### config.mk
export PLATFORM = sky130hd
export DESIGN_NAME = thermtrip_ctrl
export DESIGN_NICKNAME = d
export VERILOG_FILES = /design/src/rtl/thermtrip_pkg.sv /design/src/rtl/tt_sync.sv /design/src/rtl/tt_arm_timer.sv /design/src/rtl/tt_trip_latch.sv /design/src/rtl/thermtrip_ctrl.sv
export SDC_FILE = /design/constraint.sdc
export NUM_CORES = 1
export LEC_CHECK = 0
export BUFFER_PORTS_ARGS = -buffer_cell sky130_fd_sc_hd__buf_2
export CAP_MARGIN = 20
export CORE_AREA = 2 2 39 41
export DETAILED_ROUTE_END_ITERATION = 6
export DIE_AREA = 0 0 41 43
export GPL_TIMING_DRIVEN = 0
export PLACE_DENSITY = 0.69
export SETUP_SLACK_MARGIN = 0.2
export SYNTH_ARGS = -nofsm -noshare
export SYNTH_HDL_FRONTEND = slang
export SYNTH_SLANG_ARGS = --single-unit
### constraint.sdc
create_clock -name clk -period 1.7 [get_ports clk]
set_input_delay 0.34 -clock clk [delete_from_list [all_inputs] [get_ports clk]]
set_output_delay 0.34 -clock clk [all_outputs]
set_load 0.02 [all_outputs]
### src/rtl/thermtrip_pkg.sv
package thermtrip_pkg;

    // Latch state of the trip detector
    typedef enum logic {
        TL_CLEAR   = 1'b0,
        TL_TRIPPED = 1'b1
    } trip_state_e;

    // Output-facing status bundle
    typedef struct packed {
        logic trip_act;
        logic armed;
    } trip_status_t;

    // Largest legal arming delay in cycles: 10 us at clk_mhz
    function automatic int unsigned arm_limit(input int unsigned clk_mhz);
        return clk_mhz * 10;
    endfunction

endpackage

### src/rtl/tt_sync.sv
module tt_sync #(
    parameter int unsigned STAGES = 2
) (
    input  logic clk,
    input  logic rst,
    input  logic d_async,
    output logic q_sync
);
    logic [STAGES-1:0] chain;

    always_ff @(posedge clk) begin
        if (rst) begin
            chain <= '0;
        end else begin
            chain[0] <= d_async;
            for (int i = 1; i < STAGES; i++) begin
                chain[i] <= chain[i-1];
            end
        end
    end

    assign q_sync = chain[STAGES-1];
endmodule

### src/rtl/tt_arm_timer.sv
module tt_arm_timer #(
    parameter int unsigned ARM_DELAY = 2000
) (
    input  logic clk,
    input  logic rst,
    input  logic pwr_good,
    output logic ready
);
    localparam int unsigned CW = $clog2(ARM_DELAY + 1);
    localparam logic [CW-1:0] LIMIT = CW'(ARM_DELAY);

    logic [CW-1:0] cnt;

    always_ff @(posedge clk) begin
        if (rst || !pwr_good) begin
            cnt <= '0;
        end else if (cnt != LIMIT) begin
            cnt <= cnt + 1'b1;
        end
    end

    assign ready = (cnt == LIMIT);
endmodule

### src/rtl/tt_trip_latch.sv
module tt_trip_latch
    import thermtrip_pkg::*;
(
    input  logic        clk,
    input  logic        rst,
    input  logic        pwr_good,
    input  logic        arm_ok,
    input  logic        hot,
    output trip_state_e state
);
    trip_state_e state_nx;

    always_comb begin
        state_nx = state;
        if (!pwr_good) begin
            state_nx = TL_CLEAR;
        end else if (arm_ok && hot) begin
            state_nx = TL_TRIPPED;
        end
    end

    always_ff @(posedge clk) begin
        if (rst) begin
            state <= TL_CLEAR;
        end else begin
            state <= state_nx;
        end
    end
endmodule

### src/rtl/thermtrip_ctrl.sv
module thermtrip_ctrl
    import thermtrip_pkg::*;
#(
    parameter int unsigned CLK_MHZ     = 200,
    parameter int unsigned ARM_DELAY   = 2000,
    parameter int unsigned SYNC_STAGES = 2
) (
    input  logic clk,
    input  logic rst,
    input  logic pwr_good,
    input  logic over_temp,
    output logic trip_n,
    output logic clk_stop,
    output logic armed
);
    logic         hot_s;
    logic         timer_ready;
    trip_state_e  latch_q;
    trip_status_t status;

    tt_sync #(.STAGES(SYNC_STAGES)) u_sync (
        .clk     (clk),
        .rst     (rst),
        .d_async (over_temp),
        .q_sync  (hot_s)
    );

    tt_arm_timer #(.ARM_DELAY(ARM_DELAY)) u_timer (
        .clk      (clk),
        .rst      (rst),
        .pwr_good (pwr_good),
        .ready    (timer_ready)
    );

    tt_trip_latch u_latch (
        .clk      (clk),
        .rst      (rst),
        .pwr_good (pwr_good),
        .arm_ok   (timer_ready),
        .hot      (hot_s),
        .state    (latch_q)
    );

    // Power-good gates the outputs directly so loss releases them at once
    always_comb begin
        status.armed    = pwr_good && timer_ready;
        status.trip_act = pwr_good && (latch_q == TL_TRIPPED);
    end

    assign trip_n   = ~status.trip_act;
    assign clk_stop = status.trip_act;
    assign armed    = status.armed;
endmodule

=== Word-level counts from Yosys, hierarchy flattened ===
Cells that the tools add are included.

* Register bits: 14
* Output and inout bits: 3

* Add/subtract/negate cells: 1
* Equal/unequal tests: 2
* Bitwise operators: 2
* Reductions and logical operators: 6

{| class="wikitable"
|+ Operator list
! operator !! count
|-
| adder 11 x 1 -> 11 bit (second input constant) || 1
|-
| == test 11 bit (second input constant) || 1
|-
| inequality test 11 bit (second input constant) || 1
|-
| logical AND 1 bit || 3
|-
| inverter 1 bit || 2
|-
| OR reduction 2 bit || 1
|-
| zero test 1 bit || 1
|-
| logical OR 1 bit || 1
|}

=== Longest topological paths before layout ===
* Depth after elaboration: 2
* Depth in mapped cells: 6
* Mapped depth without buffers: 5

=== By module ===
A second synthesis with hierarchy kept.

* Cells, all modules: 72
* Area total of the unflattened synthesis: 660.6 um2

{| class="wikitable"
|+ Modules (own cells, without submodules)
! module !! instances !! cells each !! area an instance (um2) !! sequential area each (um2)
|-
| tt_arm_timer || 1 || 62 || 554.3 || 220.2
|-
| tt_sync || 1 || 4 || 52.6 || 40.0
|-
| tt_trip_latch || 1 || 3 || 37.5 || 20.0
|-
| thermtrip_ctrl || 1 || 3 || 16.3 || 0.0
|}

=== Worst setup path after synthesis ===
Ideal clock, no wire load.

* Path kind: flip-flop to output port
* Start: register u_timer.cnt[0]
* End: output armed
* Arrival: 1308 ps
* Required time: 1360 ps
* Slack: 52 ps
* Stages on the path, launching flop included: 7
* Buffers on the path: 1
* Path through: dfxtp_1 > inv_1 > ha_1 > and4bb_1 > and3_1 > buf_2 > and2_1

* Longest elaborated chain between the ends: 2

{| class="wikitable"
|+ Ends and longest elaborated chain
! what !! RTL line !! source
|-
| from (decl) || tt_arm_timer.sv:12 || <nowiki>logic [CW-1:0] cnt;</nowiki>
|-
| from (signal assigned) || tt_arm_timer.sv:18 || <nowiki>cnt <= cnt + 1'b1;</nowiki>
|-
| == test 11 bit || tt_arm_timer.sv:22 || <nowiki>assign ready = (cnt == LIMIT);</nowiki>
|-
| logical AND 1 bit || thermtrip_ctrl.sv:46 || <nowiki>status.armed = pwr_good && timer_ready;</nowiki>
|-
| to (decl) || thermtrip_ctrl.sv:14 || <nowiki>output logic armed</nowiki>
|}

No other way between the ends.

=== Final worst setup path ===
Ends and elaborated chain as after synthesis.

==> impl_metrics.yaml <==
outcome:
  status: "finished with violations"
  violations: "setup timing"
clock_tree:
  clk_root_buffer_cell: "clkbuf_4"
  cts_buffers: 3
  cts.sinks: 14
  cts.path.max_buffers: 2
  htreeDepth: 1
  cts_tree: "done"
  clock_latency_ps: 290
  path_clk_slew_ps: 90
  ctsHoldBuffers: 0
sta:
  worstMarginPinSlew_ps: 412.7
  setup_violations: 1
  fin_ws_ps: -200.0
  max_freq_ghz: 0.5263
  fin_crit_ps: 1900
  fin_worst_skew_ps: 2.553
  maxSlewHeadroom: 0.7249
  rsz0062_at_grt: "yes"
  hold_viol: 0
  fin_crit_sh: 1.118
  final_max_slew_viol_count: 0
worst_setup_path:
  required_ps: 1360
  worstSetupPathType: "register to output port"
  cpPeakStageDelay_ps: 350
  crit_top_cell: "buf_6"
  startpoint_type: "register"
  path_max_fanout: 2
  worst_path_max_delay_cell: "dfxtp_2"
  crit_family: "simple AND/OR/NAND/NOR gates"
  reg2reg_slack_ps: 260
  crit_path_cell_trace: "inv_2 -> ha_4 -> and4bb_1 -> and3_4 -> buf_6 -> and2_4 -> buf_6"
  crit_buf_inv: 3
  crit_path_end_kind: "output port"
  crit_arrival_ps: 1560
global_routing:
  grt_max_degree: 11
  grt_pass1_vias: 524
  grt-ovfl-total: 0
  antenna_found_initial: 0
  gr-usage-all-layers: 0.1881
  grt_pass1_wl_um: 2145
yosys:
  yosysSeqAreaShare: 0.4226
  yosys_warnings: 0
  postSynthAreaPerCell_um2: 9.084
  synth_cell_type_count: 29
  yosys_register_bits: 14
  mappedNetlistArea_um2: 663.1
  syn-num-nets: 79
  ys_top_cells_by_area: "dfxtp_1 (42%), nand2_1 (4.5%), o31ai_1 (4.5%)"
  synth_top_area_cell: "dfxtp_1"
  syn_inst: 73
  synthFlopType: "dfxtp_1"
  async_flop_share: 0
  yosysTopAreaCellShare: 0.4226
  synth_edf_count: 0
final_layout:
  area_growth_pct: 25.09
  final_core_util: 0.5995
  nNetsFinal: 94
  layout-drive-gt1-share: 0.3103
  final_cell_area_um2: 829.5
  num_antenna_cells: 0
placed_design:
  numPortBuffers: 6
  dpl-instance-area_um2: 720.7
  dp_hpwl_um: 868.7
  gp_congestion: 0.7339
hold_path:
  hold_path.class: "input pin to register"
die:
  row_count: 14
  coreArea_um2: 1384
  die_area_um2: 1763
  die_w_um: 41
  initial_core_util: 0.4792
  io_pins: 7
  die_y_um: 43
routing:
  firstDrtPassIters: 2
  num_vias: 552
  vias_per_cell: 5.359
  ant_nets: 0
  wl_per_cell_um: 13.14
  first_iter_violations: 4
  drt_wl_total_um: 1353
  drc: 0
power_and_ir_drop:
  max-vdd-ir-drop_v: 0.0005214
  power.leakage_uw: 0.0002858
  power.density_nw_per_um2: 742.3
job:
  drv_cap: 0
[cells by family (layout without fill, tap and decap cells)]
logic type,after synthesis,count (layout),synth area share
muxes,2,2,0.03019
and+or+nand+nor,33,33,0.3113
xor gates and xnor gates,2,2,0.02642
adders and majority gates,2,2,0.03773
DFF,14,14,0.4226
buffers and inverters,6,20,0.03583
AOI/OAI and AO/OA,14,14,0.1358
[power breakdown]
group	leakage [µW]	total, µW	switching [µW]	internal, µW
Combinational	0.000151	31.5	17.2	14.3
Clock	0.0000210	249	119	131
Sequential	0.000114	335	2.28	333
Total	0.000286	616	138	477
[worst register-to-register path, cell delays in order (launching register included)]
cell      delay [ps]
dfxtp_2          340
inv_2             70
ha_4             120
and4bb_1         230
and3_4           190
buf_6             90
buf_4            120
mux2i_1          210
[path summary, 6_finish.rpt]
| kind | startpoint | to | cells past startpoint |
|---|---|---|---|
| worst max register to register | u_timer.cnt[0]$_SDFFE_PP0P_ | u_timer.cnt[0]$_SDFFE_PP0P_ | 7 |
| worst min register to register | u_sync.chain[0]$_SDFF_PP0_ | u_sync.chain[1]$_SDFF_PP0_ | 1 |
| worst min-delay path | rst | u_sync.chain[1]$_SDFF_PP0_ | 2 |
| worst max-delay path | u_timer.cnt[0]$_SDFFE_PP0P_ | armed | 7 |
[layout make-up]
class,count,area [µm²]
Fill cell,127,554.3
Tap cell,16,20.02
Clock buffer,4,36.28
Multi-Input combinational cell,53,394.1
Timing Repair Buffer,10,66.31
Inverter,4,15.01
Sequential cell,14,282.8
Buffer,2,15.01
[Yosys cell counts (2+ instances only)]
master	n
o21a_1	2
xor2_1	2
nand2b_1	2
inv_1	4
ha_1	2
nand3_1	2
a21oi_1	5
nor2b_1	4
nand2_1	8
nor2_1	3
o31ai_1	4
or4_1	4
dfxtp_1	14
mux2i_1	2
[layout by cell type (no fill, tap or decap)]
master / n
nand2_1: 7
nor2_1: 3
nand2b_1: 2
a41oi_1: 1
o21a_1: 2
nand3_1: 2
dfxtp_2: 2
buf_6: 2
nand2_2: 1
o31ai_1: 4
o22ai_1: 1
clkbuf_8: 1
nor2b_1: 4
a21oi_1: 5
o21ai_0: 1
dfxtp_1: 12
mux2i_1: 2
and2_4: 1
nand3_4: 1
clkbuf_1: 1
or4_1: 4
clkbuf_4: 3
nand3b_1: 1
ha_4: 2
nor3_1: 1
buf_4: 4
inv_1: 2
nand4_1: 1
nand3_2: 1
and4bb_1: 1
xor2_1: 2
and4_2: 1
inv_2: 2
buf_2: 5
or3_1: 1
and3_4: 1
[per-stage QoR]
step           hold slack, ps  worst slack (ps)  setup TNS [ps]  total power, µW  cells
6_report                233.1            -200.0          -200.0            615.8    103
2_1_floorplan           411.6             211.5               0            355.5     73
3_3_place_gp            423.1             33.99               0            363.6     95
5_1_grt                 243.3            -260.6          -260.6            639.9    103
3_5_place_dp            427.7             32.54               0            364.6     95
4_1_cts                 232.1            -197.0          -197.0            614.9    103
[timing repair]
item / CTS / global route
setup endpoints to repair: 1 / 5
pin swaps: 1 / 0
endpoints found under the hold margin: 0 / 0
buffers inserted: 4 / 0
gates resized for setup: 6 / 4
[per-layer routing]
| layer | vias to the layer above | GRT usage | part of all wire |
|---|---|---|---|
| met3 | 5 | 0.03141 | 0.021 |
| li1 | 288 | - | - |
| met2 | 6 | 0.3156 | 0.50 |
| met1 | 253 | 0.2007 | 0.46 |
| met5 | - | 0 | 0 |
| met4 | 0 | 0.1200 | 0.027 |
[flip-flops by register name, summed over array words and instances (netlist names)]
| signal | flops |
|---|---|
| u_latch.state | 1 |
| u_timer.cnt | 11 |
| u_sync.chain | 2 |
Note: power is estimated with default switching activity, not from simulation.
